**src/rtl/clk_mode_pkg.sv**
```systemverilog
// Package: shared types for the clock mode controller.
// Holds the sequencer state encoding and the lane indices of the output
// gating stage. Assumes nothing beyond a single oscillator clock domain.
package clk_mode_pkg;

    typedef enum logic [1:0] {
        ST_RUN      = 2'd0,
        ST_CLK_OFF  = 2'd1,
        ST_OSC_OFF  = 2'd2,
        ST_OSC_WAIT = 2'd3
    } cm_state_e;

    localparam int LANE_CPU = 0;
    localparam int LANE_PER = 1;
    localparam int N_LANES  = 2;

endpackage

```
**src/rtl/clk_mode_div.sv**
```systemverilog
// Module: clk_mode_div
// Frame counter for the derived clocks. A sub-counter walks one peripheral
// period (2*FAST_DIV cycles) and a block counter counts those periods up
// to one slow frame (SLOW_DIV cycles). Phase flags for the fast CPU clock,
// slow CPU clock and peripheral clock are decoded from the counter pair.
// Assumes SLOW_DIV is a multiple of 2*FAST_DIV. Both counters hold zero
// whenever run is low, so every restart begins at frame position 0.
module clk_mode_div #(
    parameter int FAST_DIV = 3,
    parameter int SLOW_DIV = 768
) (
    input  logic clk,
    input  logic rst_n,
    input  logic run,
    output logic fast_ph,
    output logic slow_ph,
    output logic per_ph,
    output logic pair_end,
    output logic frame_end
);

    localparam int PER_DIV   = 2 * FAST_DIV;
    localparam int BLOCKS    = SLOW_DIV / PER_DIV;
    localparam int SUB_W     = $clog2(PER_DIV);
    localparam int BLK_W     = (BLOCKS > 1) ? $clog2(BLOCKS) : 1;
    localparam int FAST_HIGH = (FAST_DIV / 3 > 0) ? FAST_DIV / 3 : 1;
    localparam int SLOW_HIGH = SLOW_DIV / 3;

    logic [SUB_W-1:0] sub_q;
    logic [BLK_W-1:0] blk_q;
    logic             blk_last;
    int               pos_i;
    int               sub_i;

    assign pair_end  = (sub_q == SUB_W'(PER_DIV - 1));
    assign blk_last  = (blk_q == BLK_W'(BLOCKS - 1));
    assign frame_end = pair_end && blk_last;

    // Advance the period/frame counters while running, clear them otherwise.
    always_ff @(posedge clk) begin
        if (!rst_n || !run) begin
            sub_q <= '0;
            blk_q <= '0;
        end else if (pair_end) begin
            sub_q <= '0;
            blk_q <= blk_last ? '0 : blk_q + BLK_W'(1);
        end else begin
            sub_q <= sub_q + SUB_W'(1);
        end
    end

    // Decode the phase flags from the current frame position.
    always_comb begin
        sub_i   = int'(sub_q);
        pos_i   = int'(blk_q) * PER_DIV + sub_i;
        slow_ph = (pos_i < SLOW_HIGH);
        fast_ph = (sub_i < FAST_HIGH) ||
                  ((sub_i >= FAST_DIV) && (sub_i < FAST_DIV + FAST_HIGH));
        per_ph  = (sub_i < FAST_DIV);
    end

endmodule

```
**src/rtl/clk_mode_seq.sv**
```systemverilog
// Module: clk_mode_seq
// Stop/restart sequencer and rate latch. It decides when the derived
// clocks run, when the oscillator may stop, and which CPU rate is in
// force. A stop is taken only at the end of a completed cycle: the end
// of a peripheral period in fast mode, the end of a frame in slow mode.
// Assumes the request inputs are already synchronous to clk.
module clk_mode_seq
    import clk_mode_pkg::*;
(
    input  logic clk,
    input  logic rst_n,
    input  logic fast_sel,
    input  logic stop_clk_req,
    input  logic stop_osc_req,
    input  logic osc_ready,
    input  logic pair_end,
    input  logic frame_end,
    output logic run,
    output logic mode_fast,
    output logic osc_run
);

    cm_state_e state_q, state_d;
    logic      at_end;
    logic      any_stop;

    assign run      = (state_q == ST_RUN);
    assign osc_run  = (state_q != ST_OSC_OFF);
    assign at_end   = mode_fast ? pair_end : frame_end;
    assign any_stop = stop_clk_req || stop_osc_req;

    // Next-state choice for stop, oscillator wait and restart.
    always_comb begin
        state_d = state_q;
        unique case (state_q)
            ST_RUN: begin
                if (any_stop && at_end)
                    state_d = stop_osc_req ? ST_OSC_OFF : ST_CLK_OFF;
            end
            ST_CLK_OFF: begin
                if (stop_osc_req)
                    state_d = ST_OSC_OFF;
                else if (!stop_clk_req)
                    state_d = ST_RUN;
            end
            ST_OSC_OFF: begin
                if (!stop_osc_req)
                    state_d = ST_OSC_WAIT;
            end
            ST_OSC_WAIT: begin
                if (stop_osc_req)
                    state_d = ST_OSC_OFF;
                else if (osc_ready)
                    state_d = stop_clk_req ? ST_CLK_OFF : ST_RUN;
            end
            default: state_d = ST_RUN;
        endcase
    end

    // State register.
    always_ff @(posedge clk) begin
        if (!rst_n)
            state_q <= ST_RUN;
        else
            state_q <= state_d;
    end

    // Rate latch: follows the select while stopped, else only at frame end.
    always_ff @(posedge clk) begin
        if (!rst_n)
            mode_fast <= 1'b1;
        else if (!run || frame_end)
            mode_fast <= fast_sel;
    end

endmodule

```
**src/rtl/clk_mode_gate.sv**
```systemverilog
// Module: clk_mode_gate
// Output register stage. Each lane registers its decoded phase ANDed
// with the run flag, so every derived clock leaves the block straight
// from a flop and cannot glitch. Assumes phases are decoded from
// registered state in the same clock domain.
module clk_mode_gate #(
    parameter int LANES = 2
) (
    input  logic             clk,
    input  logic             rst_n,
    input  logic             run,
    input  logic [LANES-1:0] phase_in,
    output logic [LANES-1:0] clk_out
);

    for (genvar g = 0; g < LANES; g++) begin : g_lane
        // Register one gated clock lane, low in reset and when not running.
        always_ff @(posedge clk) begin
            if (!rst_n)
                clk_out[g] <= 1'b0;
            else
                clk_out[g] <= run && phase_in[g];
        end
    end

endmodule

```
**src/rtl/clk_mode_ctrl.sv**
```systemverilog
// Module: clk_mode_ctrl (top)
// Fast/slow/stop clock mode controller. It derives a CPU clock (divide by
// FAST_DIV or SLOW_DIV) and a peripheral clock (divide by 2*FAST_DIV)
// from osc_clk. It stops them cleanly on request, optionally releasing
// the oscillator, and restarts them phase aligned. Assumes osc_clk keeps
// toggling and all inputs are synchronous to it.
module clk_mode_ctrl
    import clk_mode_pkg::*;
#(
    parameter int FAST_DIV = 3,
    parameter int SLOW_DIV = 768
) (
    input  logic osc_clk,
    input  logic rst_n,
    input  logic fast_sel,
    input  logic stop_clk_req,
    input  logic stop_osc_req,
    input  logic osc_ready,
    output logic cpu_clk,
    output logic per_clk,
    output logic osc_run_req
);

    logic               run;
    logic               mode_fast;
    logic               fast_ph, slow_ph, per_ph;
    logic               pair_end, frame_end;
    logic [N_LANES-1:0] phases;
    logic [N_LANES-1:0] gated;

    clk_mode_div #(
        .FAST_DIV (FAST_DIV),
        .SLOW_DIV (SLOW_DIV)
    ) u_div (
        .clk       (osc_clk),
        .rst_n     (rst_n),
        .run       (run),
        .fast_ph   (fast_ph),
        .slow_ph   (slow_ph),
        .per_ph    (per_ph),
        .pair_end  (pair_end),
        .frame_end (frame_end)
    );

    clk_mode_seq u_seq (
        .clk          (osc_clk),
        .rst_n        (rst_n),
        .fast_sel     (fast_sel),
        .stop_clk_req (stop_clk_req),
        .stop_osc_req (stop_osc_req),
        .osc_ready    (osc_ready),
        .pair_end     (pair_end),
        .frame_end    (frame_end),
        .run          (run),
        .mode_fast    (mode_fast),
        .osc_run      (osc_run_req)
    );

    // Pick the CPU phase for the latched rate; peripheral phase is fixed.
    always_comb begin
        phases           = '0;
        phases[LANE_CPU] = mode_fast ? fast_ph : slow_ph;
        phases[LANE_PER] = per_ph;
    end

    clk_mode_gate #(
        .LANES (N_LANES)
    ) u_gate (
        .clk      (osc_clk),
        .rst_n    (rst_n),
        .run      (run),
        .phase_in (phases),
        .clk_out  (gated)
    );

    assign cpu_clk = gated[LANE_CPU];
    assign per_clk = gated[LANE_PER];

endmodule

```
**config.mk**
```make
export PLATFORM = sky130hd
export DESIGN_NAME = clk_mode_ctrl
export DESIGN_NICKNAME = d
export VERILOG_FILES = /design/src/rtl/clk_mode_pkg.sv /design/src/rtl/clk_mode_div.sv /design/src/rtl/clk_mode_seq.sv /design/src/rtl/clk_mode_gate.sv /design/src/rtl/clk_mode_ctrl.sv
export SDC_FILE = /design/constraint.sdc
export NUM_CORES = 1
export LEC_CHECK = 0
export ABC_AREA = 1
export CORE_MARGIN = 5
export CORE_UTILIZATION = 35
export DETAILED_ROUTE_END_ITERATION = 7
export GPL_ROUTABILITY_DRIVEN = 1
export REMOVE_ABC_BUFFERS = 1
export SLEW_MARGIN = 20
export SYNTH_ARGS = -nofsm -noshare
export SYNTH_HDL_FRONTEND = slang
export SYNTH_HIERARCHICAL = 1
export SYNTH_SLANG_ARGS = --single-unit
```
**constraint.sdc**
```tcl
create_clock -name osc_clk -period 1.9 [get_ports osc_clk]
set_input_delay 0.19 -clock osc_clk [delete_from_list [all_inputs] [get_ports osc_clk]]
set_output_delay 0.19 -clock osc_clk [all_outputs]
set_load 0.05 [all_outputs]
```
==> metrics.log <==
[metrics] outcome: finished, final reports clean
[metrics] headroom to the max-slew limit: 66.0%
[metrics] cell count after synthesis: roughly 170
[metrics] TritonCTS clock tree: built
[metrics] Row Count: 20
[metrics] global-route wire length before repair: ~4.4 mm
[metrics] # clock sinks: 15
[metrics] Post-Synthesis Cell Area: 1140 um2
[metrics] maxcap violations: 0
[metrics] I/O pin total: 9
[metrics] Post-CTS Repair Setup Buffers: 0
[metrics] proportion of power drawn by combinational gates: 43.9%
[metrics] WL/cell: between 10 and 15 um
[metrics] worst hold-check path type: flop to flop
[metrics] critical register-to-register path endpoint: u_gate/clk_out[0]$_SDFF_PN0_
[metrics] sequential cell area fraction in the yosys report: between 20% and 30%
[metrics] worst-path cell with the longest stage delay: sky130_fd_sc_hd__fa_2
[metrics] count of non-filler cells in the finished layout: 227
[metrics] critical-path maximum fanout: 2
[metrics] Worst R2R Start: u_div/blk_q[0]$_SDFFE_PP0P_
[metrics] clock latency reported for the late side of the worst-skew pair: about 0.27 ns
[metrics] die boundary height: 67.1 um
[metrics] Synth top area share: about a quarter
[metrics] post-DR vias/cell: 4.70
[metrics] mean instance size in the synthesized netlist: 6.74 um2
[metrics] area growth from synthesis to layout: 17.2%
[metrics] Placed Instance Area: approximately 1300 um2
[metrics] slew at the pin closest to its max-slew limit: 0.510 ns
[metrics] power consumption: 1.11 mW
[metrics] maximum VDD drop: 0.633 mV
[metrics] count of state elements after synthesis: 15
[metrics] cell with the most instances after synthesis: sky130_fd_sc_hd__nand2_1
[metrics] ratio of cells with drive above 1 in the final layout: approximately 15%
[metrics] floorplan die area: about 4500 um2
[metrics] Finished Cell Area: approximately 1300 um2
[metrics] core outline area: roughly 3000 um2
[metrics] Worst setup SP type: flop
[metrics] hold slack: 0.520 ns
[metrics] clock transition time at the flip-flop clock pins of the worst setup and hold paths: 0.08 ns
[metrics] RSZ-0062 raised after global routing: yes
[metrics] Ys Warns: 6
[metrics] number of buffers added on ports: 8
[metrics] starting density of the core: between 30 and 40%
[metrics] DRC violations left: 0
[metrics] antenna violations before repair: 0
[metrics] total routing resource utilization after global routing: 12.6%
[metrics] Crit path required time: 2.08 ns
[metrics] relative contribution of the clock network to total power: 15.6%
[metrics] launch point of the worst hold path: u_div/blk_q[4]$_SDFFE_PP0P_
[metrics] Ant. Diodes: 0
[metrics] Synth async-reset ratio: 0%
[metrics] worst hold path cell count: 2
[metrics] Max Clock Freq: 0.548 GHz
[metrics] CP Cell Sequence: ha_2 > fa_2 > nand2_1 > nor2_1 > nand2_1 > nor2_1 > nand2_1 > nand2_1 > a21oi_2 > nand2_1 > nand2_1 > inv_1 > nor2_1
[metrics] leakage power: around 0.66 nW
[metrics] stage delay of the slowest cell on the critical path: 0.56 ns
[metrics] period utilisation layout: a little over nine tenths
[metrics] cell chosen for the clock root: sky130_fd_sc_hd__clkbuf_4
[metrics] maximum number of pins on one net before global-route repair: 9
[metrics] final weighted congestion in routability-driven placement: 0.859
[metrics] CP Capture Type: flop
[metrics] gr ovfl total: 0
[metrics] areal power density over the cells: 830 nW/um2
[metrics] setup clock skew after layout: approximately 0.0041 ns
[metrics] total of fill cells in the finished design: 339
[metrics] number of enable flip-flop cells after synthesis: 0
[metrics] post-detail-place hpwl: 2.00 mm
[metrics] fraction of power spent switching nets: between 40% and 50%
[metrics] First-pass DRT Iterations: 4
[metrics] placed cells: 223
[metrics] top cells by instance count after synthesis: 41 x sky130_fd_sc_hd__nand2_1, 28 x sky130_fd_sc_hd__inv_1, 18 x sky130_fd_sc_hd__nor2_1, 15 x sky130_fd_sc_hd__dfxtp_1, 14 x sky130_fd_sc_hd__a21oi_1
[metrics] Final #Nets: 203
[metrics] vias in the first global route: 1095
[metrics] Switching Power: 0.463 mW
[metrics] CP Class: flop to flop
[metrics] TritonCTS Buffers: 3
[metrics] number of cell instances on the worst register-to-register path: 13
[metrics] power share of the sequential group: roughly 40%
[metrics] library cells used by synthesis: 27
[metrics] largest cells by area after synthesis: sky130_fd_sc_hd__dfxtp_1 26%, sky130_fd_sc_hd__nand2_1 14%, sky130_fd_sc_hd__ha_1 13%
[metrics] Data arrival, critical path: around 2.0 ns
[metrics] FF-to-FF setup slack: 0.08 ns
[metrics] CTS H-Tree Depth: 1
[metrics] worst min-delay path endpoint: u_div/blk_q[4]$_SDFFE_PP0P_
[metrics] Routed Antenna Nets: 0
[metrics] most used flip-flop cell after synthesis: sky130_fd_sc_hd__dfxtp_1
[metrics] P_int: 0.647 mW
[metrics] final hold violations: 0
[metrics] number of violations reported at the end of detailed-routing iteration 0: 33
[metrics] DRT Wirelength: 2.39 mm
[metrics] area leader, netlist: sky130_fd_sc_hd__dfxtp_1
[metrics] Die W: 67.1 um
[metrics] Max clock buf depth: 2
[metrics] number of endpoints failing setup at the final stage: 0
[metrics] Final Max Tran Viols: 0
[metrics] Most Frequent Cell on Critical Path: sky130_fd_sc_hd__nand2_1
[metrics] vias after detailed routing: 1066
[metrics] crit path time final: 1.82 ns
cell type report:
type,count,area (um2),share of cell area (%)
Timing Repair Buffer,11,105,7.87
Clock buffer,4,26.3,1.97
Multi-Input combinational cell,123,734,55.0
Sequential cell,15,303,22.7
Inverter,30,113,8.43
Tap cell,44,55.1,4.12
repair_timing:
| item | 4_1_cts | 5_1_grt |
|---|---|---|
| endpoints found under the setup margin | 1 | 2 |
| gates cloned | 0 | 0 |
| hold buffers | 0 | 0 |
| pin swaps | 0 | 1 |
| resized for setup | 1 | 8 |
through the flow:
| stage | utilization (%) | TNS [ns] | setup WS, ns |
|---|---|---|---|
| after floorplan | - | 0 | 0.145 |
| after global placement | 41.8 | 0 | 0.141 |
| after detailed placement | 41.8 | 0 | 0.0165 |
| after CTS | 42.7 | 0 | 0.00748 |
| after global routing | 43.4 | -0.0527 | -0.0527 |
| final | 43.4 | 0 | 0.0763 |
flip-flops by register name, indices dropped and copies added (netlist names), named ones only:
register,cells
u_gate/clk_out,2
u_seq/mode_fast,1
u_seq/state_q,1
u_div/sub_q,3
u_div/blk_q,7
worst max-delay path by stage:
stage	start	end	cells past startpoint	slack (ns)
2_1_floorplan	u_div/blk_q[1]$_SDFFE_PP0P_	u_gate/clk_out[0]$_SDFF_PN0_	13	0.15
3_3_place_gp	u_div/blk_q[5]$_SDFFE_PP0P_	u_gate/clk_out[0]$_SDFF_PN0_	11	0.14
3_5_place_dp	u_div/blk_q[0]$_SDFFE_PP0P_	u_gate/clk_out[0]$_SDFF_PN0_	13	0.02
4_1_cts	u_div/blk_q[2]$_SDFFE_PP0P_	u_gate/clk_out[0]$_SDFF_PN0_	12	0.007
5_1_grt	u_div/blk_q[0]$_SDFFE_PP0P_	u_gate/clk_out[0]$_SDFF_PN0_	13	-0.05
6_report	u_div/blk_q[0]$_SDFFE_PP0P_	u_gate/clk_out[0]$_SDFF_PN0_	13	0.08
worst max-delay path, delay by kind of cell (launching register included):
kind | cells | cell delay (ns)
AOI/OAI and AO/OA | 1 | 0.06
adders and majority gates | 2 | 0.75
buffers and inverters | 1 | 0.04
DFF | 1 | 0.33
and+or+nand+nor | 9 | 0.54
metal layers:
| layer | vias up | global-route usage (%) | routed length, um |
|---|---|---|---|
| met5 | - | 0 | 0 |
| met2 | 12 | 22.5 | 1190 |
| met3 | 0 | 2.36 | 60 |
| met1 | 486 | 15.3 | 1140 |
| met4 | 0 | 3.04 | 0 |
| li1 | 568 | - | - |
cell families after synthesis:
family	after synthesis	share of synthesized area [%]
DFF	15	26.3
buffers and inverters	31	10.9
adders and majority gates	13	14.9
xor gates and xnor gates	2	1.54
AOI/OAI and AO/OA	21	10.6
and+or+nand+nor	87	35.7
cell usage in the layout, fill, tap and decap left out, drive strengths merged:
master         count
a21oi             16
buf                3
clkbuf             4
clkdlybuf4s50      7
dfxtp             15
dlymetal6s2s       1
fa                 1
ha                12
inv               30
nand2             43
nand3             11
nand3b             1
nand4              6
nor2              20
nor3               1
o21a               1
o21ai              3
o21bai             1
or2                5
xnor2              1
xor2               1
power groups by stage:
| stage | Combinational (mW) | Clock (mW) | Sequential, mW |
|---|---|---|---|
| 6_report | 0.487 | 0.173 | 0.450 |
| 5_1_grt | 0.543 | 0.206 | 0.468 |
| 4_1_cts | 0.492 | 0.186 | 0.450 |
| 3_5_place_dp | 0.490 | 0 | 0.456 |
| 3_3_place_gp | 0.477 | 0 | 0.452 |
| 2_1_floorplan | 0.304 | 0 | 0.508 |
Power figures use the tool's default switching activity.
